[src/rtl/tmr_pkg.sv]
package tmr_pkg;

  localparam int SLOT_STATUS  = 0;
  localparam int SLOT_CONTROL = 1;
  localparam int SLOT_PER_LO  = 2;
  localparam int SLOT_PER_HI  = 3;
  localparam int SLOT_SNAP_LO = 4;
  localparam int SLOT_SNAP_HI = 5;

  localparam int CTL_IRQ_EN = 0;
  localparam int CTL_CONT   = 1;
  localparam int CTL_START  = 2;
  localparam int CTL_STOP   = 3;

  // strobes from the control unit to the datapath
  typedef struct packed {
    logic loadPeriod;
    logic decrement;
    logic takeSnap;
    logic wrPeriodLo;
    logic wrPeriodHi;
  } tmrStrobes_t;

endpackage

[src/rtl/tmr_ctrl.sv]
module tmr_ctrl
  import tmr_pkg::*;
#(
  parameter int ADDR_W = 3
) (
  input  logic              clk,
  input  logic              rst,
  input  logic              busWrite,
  input  logic [ADDR_W-1:0] busAddr,
  input  logic [3:0]        ctlData,
  input  logic              counterZero,
  output tmrStrobes_t       strobes,
  output logic              running,
  output logic              timeoutFlag,
  output logic              irqEn,
  output logic              contMode,
  output logic              irq
);

  logic statusWr, controlWr, perLoWr, perHiWr, snapWr;
  logic startCmd, stopCmd, wrapEvent, reloadPending;

  assign statusWr  = busWrite && (busAddr == ADDR_W'(SLOT_STATUS));
  assign controlWr = busWrite && (busAddr == ADDR_W'(SLOT_CONTROL));
  assign perLoWr   = busWrite && (busAddr == ADDR_W'(SLOT_PER_LO));
  assign perHiWr   = busWrite && (busAddr == ADDR_W'(SLOT_PER_HI));
  assign snapWr    = busWrite && (busAddr == ADDR_W'(SLOT_SNAP_LO));

  assign stopCmd   = controlWr && ctlData[CTL_STOP];
  assign startCmd  = controlWr && ctlData[CTL_START] && !stopCmd;
  assign wrapEvent = running && counterZero;

  always_comb begin
    strobes            = '0;
    strobes.loadPeriod = wrapEvent || (startCmd && reloadPending);
    strobes.decrement  = running && !counterZero;
    strobes.takeSnap   = snapWr;
    strobes.wrPeriodLo = perLoWr;
    strobes.wrPeriodHi = perHiWr;
  end

  always_ff @(posedge clk) begin
    if (rst) begin
      running <= 1'b0;
    end else if (stopCmd || perLoWr || perHiWr) begin
      running <= 1'b0;
    end else if (startCmd) begin
      running <= 1'b1;
    end else if (wrapEvent && !contMode) begin
      running <= 1'b0;
    end
  end

  always_ff @(posedge clk) begin
    if (rst) begin
      reloadPending <= 1'b0;
    end else if (perLoWr || perHiWr) begin
      reloadPending <= 1'b1;
    end else if (startCmd) begin
      reloadPending <= 1'b0;
    end
  end

  always_ff @(posedge clk) begin
    if (rst) begin
      timeoutFlag <= 1'b0;
    end else if (wrapEvent) begin
      timeoutFlag <= 1'b1;
    end else if (statusWr) begin
      timeoutFlag <= 1'b0;
    end
  end

  always_ff @(posedge clk) begin
    if (rst) begin
      irqEn    <= 1'b0;
      contMode <= 1'b0;
    end else if (controlWr) begin
      irqEn    <= ctlData[CTL_IRQ_EN];
      contMode <= ctlData[CTL_CONT];
    end
  end

  assign irq = timeoutFlag & irqEn;

endmodule

[src/rtl/tmr_dp.sv]
module tmr_dp
  import tmr_pkg::*;
#(
  parameter int HALF_W = 16,
  localparam int CNT_W = 2 * HALF_W
) (
  input  logic              clk,
  input  logic              rst,
  input  tmrStrobes_t       strobes,
  input  logic [HALF_W-1:0] wrHalf,
  output logic [CNT_W-1:0]  counterVal,
  output logic [CNT_W-1:0]  periodVal,
  output logic [CNT_W-1:0]  snapVal,
  output logic              counterZero
);

  logic [1:0] halfWr;
  assign halfWr = {strobes.wrPeriodHi, strobes.wrPeriodLo};

  // one register per period half
  for (genvar h = 0; h < 2; h++) begin : g_period
    always_ff @(posedge clk) begin
      if (rst) begin
        periodVal[h*HALF_W +: HALF_W] <= '0;
      end else if (halfWr[h]) begin
        periodVal[h*HALF_W +: HALF_W] <= wrHalf;
      end
    end
  end

  always_ff @(posedge clk) begin
    if (rst) begin
      counterVal <= '0;
    end else if (strobes.loadPeriod) begin
      counterVal <= periodVal;
    end else if (strobes.decrement) begin
      counterVal <= counterVal - CNT_W'(1);
    end
  end

  always_ff @(posedge clk) begin
    if (rst) begin
      snapVal <= '0;
    end else if (strobes.takeSnap) begin
      snapVal <= counterVal;
    end
  end

  assign counterZero = (counterVal == '0);

endmodule

[src/rtl/tmr_rdmux.sv]
module tmr_rdmux
  import tmr_pkg::*;
#(
  parameter int ADDR_W = 3,
  parameter int DATA_W = 32,
  parameter int HALF_W = 16,
  localparam int CNT_W = 2 * HALF_W
) (
  input  logic [ADDR_W-1:0] busAddr,
  input  logic              running,
  input  logic              timeoutFlag,
  input  logic              irqEn,
  input  logic              contMode,
  input  logic [CNT_W-1:0]  periodVal,
  input  logic [CNT_W-1:0]  snapVal,
  output logic [DATA_W-1:0] busRData
);

  logic [HALF_W-1:0] slotHalf;

  always_comb begin
    slotHalf = '0;
    case (busAddr)
      ADDR_W'(SLOT_STATUS):  slotHalf = HALF_W'({running, timeoutFlag});
      ADDR_W'(SLOT_CONTROL): slotHalf = HALF_W'({contMode, irqEn});
      ADDR_W'(SLOT_PER_LO):  slotHalf = periodVal[HALF_W-1:0];
      ADDR_W'(SLOT_PER_HI):  slotHalf = periodVal[CNT_W-1:HALF_W];
      ADDR_W'(SLOT_SNAP_LO): slotHalf = snapVal[HALF_W-1:0];
      ADDR_W'(SLOT_SNAP_HI): slotHalf = snapVal[CNT_W-1:HALF_W];
      default:               slotHalf = '0;
    endcase
  end

  assign busRData = DATA_W'(slotHalf);

endmodule

[src/rtl/interval_timer.sv]
module interval_timer
  import tmr_pkg::*;
#(
  parameter int ADDR_W = 3,
  parameter int DATA_W = 32,
  parameter int HALF_W = 16,
  localparam int CNT_W = 2 * HALF_W
) (
  input  logic              clk,
  input  logic              rst,
  input  logic              busWrite,
  input  logic [ADDR_W-1:0] busAddr,
  input  logic [DATA_W-1:0] busWData,
  output logic [DATA_W-1:0] busRData,
  output logic              irq
);

  tmrStrobes_t       strobes;
  logic              running, timeoutFlag, irqEn, contMode, counterZero;
  logic [CNT_W-1:0]  counterVal, periodVal, snapVal;

  tmr_ctrl #(.ADDR_W(ADDR_W)) u_ctrl (
    .clk(clk), .rst(rst), .busWrite(busWrite), .busAddr(busAddr),
    .ctlData(busWData[3:0]), .counterZero(counterZero), .strobes(strobes),
    .running(running), .timeoutFlag(timeoutFlag), .irqEn(irqEn),
    .contMode(contMode), .irq(irq)
  );

  tmr_dp #(.HALF_W(HALF_W)) u_dp (
    .clk(clk), .rst(rst), .strobes(strobes), .wrHalf(busWData[HALF_W-1:0]),
    .counterVal(counterVal), .periodVal(periodVal), .snapVal(snapVal),
    .counterZero(counterZero)
  );

  tmr_rdmux #(.ADDR_W(ADDR_W), .DATA_W(DATA_W), .HALF_W(HALF_W)) u_rd (
    .busAddr(busAddr), .running(running), .timeoutFlag(timeoutFlag),
    .irqEn(irqEn), .contMode(contMode), .periodVal(periodVal),
    .snapVal(snapVal), .busRData(busRData)
  );

endmodule

[config.mk]
export PLATFORM = sky130hd
export DESIGN_NAME = interval_timer
export DESIGN_NICKNAME = d
export VERILOG_FILES = /design/src/rtl/tmr_pkg.sv /design/src/rtl/tmr_ctrl.sv /design/src/rtl/tmr_dp.sv /design/src/rtl/tmr_rdmux.sv /design/src/rtl/interval_timer.sv
export SDC_FILE = /design/constraint.sdc
export NUM_CORES = 1
export LEC_CHECK = 0
export BUFFER_PORTS_ARGS = -buffer_cell sky130_fd_sc_hd__buf_4
export CORE_UTILIZATION = 32
export DETAILED_ROUTE_END_ITERATION = 12
export PLACE_DENSITY_LB_ADDON = 0.1
export SYNTH_ARGS = -nofsm -noshare
export SYNTH_HDL_FRONTEND = slang
export SYNTH_SLANG_ARGS = --single-unit
[constraint.sdc]
create_clock -name clk -period 2.9 [get_ports clk]
set_input_delay 0.435 -clock clk [delete_from_list [all_inputs] [get_ports clk]]
set_output_delay 0.435 -clock clk [all_outputs]
set_load 0.1 [all_outputs]
==> impl_metrics.ini, run 1 <==
[run_status]
outcome = finished, final reports clean

[clock_network]
cts-root-buf = clkbuf_16
cts_tree = done
clock_latency_ps = 360
cts.sinks = 101
numCtsBuffers = 9
htreeDepth = 3
clk_pin_slew_ps = 70
cts_buffer_depth = 2
ctsHoldBuffers = 0

[worst_hold_path]
holdPathEnd = u_dp.periodVal[11]$_SDFFE_PP0P_
worstHoldStart = busWData[11]
hp-class = input port to flip-flop
hold_depth = 3

[placed_design]
gp_congestion = 0.894
hpwl_microns = 12800
numPortBuffers = 38
placedCellCount = 899

[setup_path]
required_ps = 3170
path_cells = inv_1 -> ha_1 -> nor3b_1 -> buf_4 -> nand4_1 -> nor4b_4 -> nor2_4 -> o21ai_0 -> a221oi_1
rr_endpoint = u_dp.counterVal[21]$_SDFFE_PP0P_
endpoint_kind = flip-flop
cpMaxStageDelayCell = nor2_4
startpoint_type = flip-flop
arrival_ps = 2690
setup.worst_path.class = flip-flop to flip-flop
reg2reg_from = u_dp.counterVal[0]$_SDFFE_PP0P_
reg2reg_slack_ps = 480
cp_max_fo = 22
slowest_delay_ps = 500
cpLargestDelayFamily = simple AND/OR/NAND/NOR gates
r2r_cells = 9
crit_buf_inv = 2

[yosys]
synth_warnings = 0
yosysSeqAreaShare_pct = 39.2
synth-edff-count = 0
synth_common_cells = nand2_1, dfxtp_1, a21oi_1
synth_cell_type_count = 66
synth-async-reset-ratio_pct = 0
synthTopCellsByArea = dfxtp_1, nand2_1, a21oi_1
synth.most_common_cell = nand2_1
syn_area_sq_um = 5160
synth_top_area_share_pct = 39.2
syn_avg_cell_area_sq_um = 7.77
synthCells = 664
synth-seq-cells = 101
synth_flop_cell = dfxtp_1
synth_top_area_cell = dfxtp_1

[job]
drv_cap = 0

[route]
avgRoutedWirePerCell_microns = 19.3
detail-route-antenna-nets = 0
vias = 4987
drt_iter0_markers = 531
via_per_inst = 5.45
drc = 0
dr.pass1.iters = 5
wirelength_microns = 17700

[cells_and_area]
antenna_cells = 0
drive_above_1_share_pct = 15.9
nFillCells = 1696
fin_util_pct = 38.6
area_growth_pct = 18.4
fin_cells = 915
fin_nets = 733

[floorplanning]
die_area_sq_um = 16600
core.rowCount = 46
die_h_microns = 129
fp.coreArea_sq_um = 15800
floorplan.initialDensity_pct = 32.6
ios = 71
die_width_microns = 129

[power_and_ir_drop]
power_density_nw_per_um2 = 545
p_leak_nw = 2.28
power_mw = 3.33
irDropWorstVdd_mv = 0.306

[timing]
setup_violations = 0
skew_ps = 6.55
worstMarginPinSlew_ps = 679
period_needed_ps = 2420
setup_tns_ps = 0
finalHoldViolations = 0
finalCritPeriodShare_pct = 83.6
fmax_mhz = 412
rsz0062_at_grt = false
finalMaxSlewViolations = 0
slew_headroom_pct = 54.6

[grt]
grtUsageTotal_pct = 22.1
grt_pass1_vias = 4513
antenna_found_initial = 0
overflow = 0
grt_first_pass_wirelength_microns = 27000
grt_max_degree = 44
worst reg2reg max path, stage by stage (launching register included):
cell and delay, ps:
dfxtp_1 390, inv_1 90, ha_1 220, nor3b_1 140, buf_4 160, nand4_1 220
nor4b_4 100, nor2_4 500, o21ai_0 200, a221oi_1 300
layout by cell type (no fill, tap or decap), types with 4 or more instances in the layout:
cell type / instances
nand2_1: 163
dfxtp_1: 101
a21oi_1: 77
buf_4: 64
nor2_1: 40
mux2i_1: 26
nand3_1: 17
nor3_1: 16
conb_1: 16
o21ai_0: 12
a31oi_1: 11
o22ai_2: 10
or3_1: 9
a211oi_1: 9
clkbuf_16: 9
a22oi_1: 6
nor4_1: 6
and3_1: 5
o311ai_0: 5
or4_1: 5
inv_1: 4
nor3b_1: 4
nand2b_1: 4
nor2b_1: 4
o21a_1: 4
bufinv_16: 4
per-stage QoR:
| step | hold slack (ps) | setup WS (ps) | area (sq um) |
|---|---|---|---|
| 2_1_floorplan | 433 | 228 | 5290 |
| 3_3_place_gp | 444 | 180 | 5740 |
| 3_5_place_dp | 448 | 159 | 5740 |
| 4_1_cts | 315 | 123 | 6100 |
| 5_1_grt | 326 | 248 | 6110 |
| 6_report | 327 | 476 | 6110 |
timing repair:
item                       4_1_cts  5_1_grt
setup endpoints to repair        0        2
buffers inserted                 0        0
resized for setup                0        1
power breakdown:
group	leakage [nW]	internal (mW)	switching [mW]
registers	0.815	1.40	0.0231
clock network	0.175	0.928	0.564
logic	1.29	0.107	0.303
layer usage:
layer,vias up,track usage [%],routed length [microns]
met4,0,6.92,231
met1,2393,32.9,8740
met5,-,0,0
met3,17,4.62,1190
met2,184,31.5,7530
li1,2393,-,-
worst max path at each step:
| stage | from | end | slack (ps) | depth (start not counted) |
|---|---|---|---|---|
| floorplan | busAddr[0] | busRData[1] | 230 | 4 |
| global placement | u_dp.counterVal[0]$_SDFFE_PP0P_ | u_dp.counterVal[21]$_SDFFE_PP0P_ | 180 | 9 |
| detailed placement | u_dp.counterVal[0]$_SDFFE_PP0P_ | u_dp.counterVal[21]$_SDFFE_PP0P_ | 160 | 9 |
| CTS | u_dp.counterVal[0]$_SDFFE_PP0P_ | u_dp.counterVal[21]$_SDFFE_PP0P_ | 120 | 9 |
| global route | u_dp.counterVal[9]$_SDFFE_PP0P_ | u_dp.counterVal[14]$_SDFFE_PP0P_ | 250 | 6 |
| finish | u_dp.counterVal[0]$_SDFFE_PP0P_ | u_dp.counterVal[21]$_SDFFE_PP0P_ | 480 | 9 |
layout make-up:
class / count / area [sq um] / area share, %
inverters: 4 / 15.0 / 0.246
clock buffers: 9 / 225 / 3.69
well taps: 216 / 270 / 4.42
repair buffers: 64 / 480 / 7.87
flip-flops and latches: 101 / 2020 / 33.1
multi-input cells: 514 / 2960 / 48.4
clock inverters: 7 / 138 / 2.25
cell families (layout without fill, tap and decap cells):
| kind of cell | after synthesis | in the layout | share of synthesized area [%] |
|---|---|---|---|
| flip-flops | 101 | 101 | 39.2 |
| adder cells (fa/ha/maj) | 1 | 1 | 0.243 |
| AND/OR/NAND/NOR | 301 | 301 | 28.5 |
| other | 1 | 16 | 0.0727 |
| XOR/XNOR | 6 | 6 | 1.02 |
| AO/OA/AOI/OAI | 162 | 162 | 19.3 |
| multiplexers | 28 | 28 | 5.48 |
| buffers and inverters | 64 | 84 | 6.11 |
registers in the layout, indices dropped and copies added (netlist names):
signal and flops:
u_ctrl.running 1, u_ctrl.irqEn 1, u_dp.periodVal 32, u_ctrl.timeoutFlag 1, u_ctrl.reloadPending 1, u_dp.counterVal 32
u_dp.snapVal 32, u_ctrl.contMode 1
Note: power is estimated with default switching activity, not from simulation.
==> inputs of run 2 (changes only) <==
clock period = 2.1 ns   (was 2.9 ns; I/O delays follow)
==> run 2 against run 1 <==
Non-clock buffer count increased by 83. Fmax increased by 16%. Sequential share of layout area decreased by 4.3 points. Largest power group is now registers.
==> impl_metrics.ini, run 2 (same netlist as run 1, synthesis figures left out) <==
[setup_path]
arrival_ps = 2310
path_cells = inv_2 -> ha_4 -> nor3b_4 -> nand4_1 -> nor4b_4 -> nor2_2 -> buf_4 -> mux2i_1 -> a21oi_1
slowest_delay_ps = 340
crit_buf_inv = 2
endpoint_kind = flip-flop
cpLargestDelayFamily = simple AND/OR/NAND/NOR gates
required_ps = 2320
cp_max_fo = 7
setup.worst_path.class = flip-flop to flip-flop
cpMaxStageDelayCell = nor4b_4
startpoint_type = flip-flop

[grt]
grt_max_degree = 63
gr-usage-met3_pct = 3.04
grt_pass1_vias = 4870
overflow = 0
busiest_layer = met1
grtUsageTotal_pct = 22.7
grt_first_pass_wirelength_microns = 27900
met2_usage_pct = 32.0
antenna_found_initial = 0
met1_usage_pct = 34.4

[route]
drc = 0
detail-route-antenna-nets = 0
via_per_inst = 5.27
wirelength_microns = 18300
drt_iter0_markers = 377
vias = 5253
dr.pass1.iters = 5
avgRoutedWirePerCell_microns = 18.3

[timing]
fmax_mhz = 478
setup_violations = 0
slew_headroom_pct = 65.7
setup_tns_ps = 0
finalCritPeriodShare_pct = 99.5
skew_ps = 10.3
holdWs_ps = 218
finalHoldViolations = 0
fin_ws_ps = 9.68
finalMaxSlewViolations = 0
period_needed_ps = 2090
worstMarginPinSlew_ps = 515
rsz0062_at_grt = true

[cells_and_area]
nFillCells = 1622
final-seq-area_sq_um = 2030
drive_above_1_share_pct = 29.6
stdcell_area_sq_um = 7040
reg.largest.list = u_dp.counterVal: 32 flops, u_dp.periodVal: 32 flops, u_dp.snapVal: 32 flops
multi_input_comb_area_sq_um = 3230
area_growth_pct = 36.5
antenna_cells = 0
most-common-layout-cells = nand2_1, buf_4, dfxtp_1, a21oi_1, nor2_1
fin_nets = 816
mostFrequentLayoutCell = nand2_1

[power_and_ir_drop]
irDropWorstVdd_mv = 0.355
power_mw = 4.40
switching_power_mw = 1.25
intPower_mw = 3.15
power_frac_clock_pct = 38.4
switching_share_pct = 28.4
seqPwrFrac_pct = 44.6
power_density_nw_per_um2 = 625
p_comb_share_pct = 16.9
p_leak_nw = 2.74

[worst_hold_path]
hp-class = input port to flip-flop

[clock_network]
numCtsBuffers = 9
htreeDepth = 3
cts.sinks = 101
ctsHoldBuffers = 0
clk_pin_slew_ps = 70
cts-root-buf = clkbuf_16
cts_buffer_depth = 2
cts_tree = done
clock_latency_ps = 360

[run_status]
outcome = finished, final reports clean

[floorplanning]
floorplan.initialDensity_pct = 32.6
die_width_microns = 129
core.rowCount = 46
die_area_sq_um = 16600
fp.coreArea_sq_um = 15800
die_h_microns = 129
ios = 71

[placed_design]
hpwl_microns = 13500
dp_slack_ps = -147
numPortBuffers = 38
dpl_cell_area_sq_um = 6500
gp_congestion = 0.879

[job]
drv_cap = 0
-- run 2: cell types whose count changed in the layout (fill, tap and decap cells not counted), sizes merged --
cell | before | now
buf | 64 | 147
clkbuf | 9 | 11
bufinv | 4 | 1
clkinvlp | 1 | 0
clkinv | 2 | 3
-- run 2: cell type report --
class | instances | area share [%]
flip-flops and latches | 101 | 28.8
clock buffers | 11 | 3.45
well taps | 216 | 3.84
repair buffers | 147 | 17.1
multi-input cells | 514 | 45.9
inverters | 4 | 0.213
clock inverters | 4 | 0.693
-- run 2: final timing paths --
path                                         from                               end  slack, ps  cells after the start
hold / removal                        busWData[4]   u_dp.periodVal[20]$_SDFFE_PP0P_        220                      3
setup / recovery  u_dp.counterVal[0]$_SDFFE_PP0P_  u_dp.counterVal[27]$_SDFFE_PP0P_         10                      9
setup reg to reg  u_dp.counterVal[0]$_SDFFE_PP0P_  u_dp.counterVal[27]$_SDFFE_PP0P_         10                      9
hold reg to reg      u_dp.snapVal[0]$_SDFFE_PP0P_      u_dp.snapVal[0]$_SDFFE_PP0P_        450                      2
-- run 2: through the flow --
stage / utilization [%] / cells
floorplan: - / 679
global placement: 41.1 / 975
detailed placement: 41.1 / 975
CTS: 43.4 / 994
global route: 44.5 / 997
finish: 44.5 / 997
-- run 2: layer usage --
metal	vias up	part of all wire, %
met5	-	0
met4	0	2.0
met3	27	5.4
met2	173	42
met1	2498	51
li1	2555	-
-- run 2: repair_timing --
| action | 4_1_cts | 5_1_grt |
|---|---|---|
| hold endpoints to repair | 0 | 0 |
| pin swaps | 4 | 14 |
| setup endpoints to repair | 27 | 31 |
| resized for setup | 11 | 46 |
| setup buffers | 4 | 3 |
| gates cloned | 0 | 0 |
-- run 2: worst min-delay path, cell delays in order --
cell and delay [ps]:
buf_4 110, nand2_1 50, a21oi_1 50
-- run 2: power groups by stage --
stage | combinational [mW] | sequential, mW | clock (mW)
2_1_floorplan | 0.453 | 2.00 | 0
3_3_place_gp | 0.678 | 2.00 | 0
3_5_place_dp | 0.679 | 2.01 | 0
4_1_cts | 0.705 | 1.96 | 1.73
5_1_grt | 0.784 | 1.96 | 1.78
6_report | 0.746 | 1.96 | 1.69
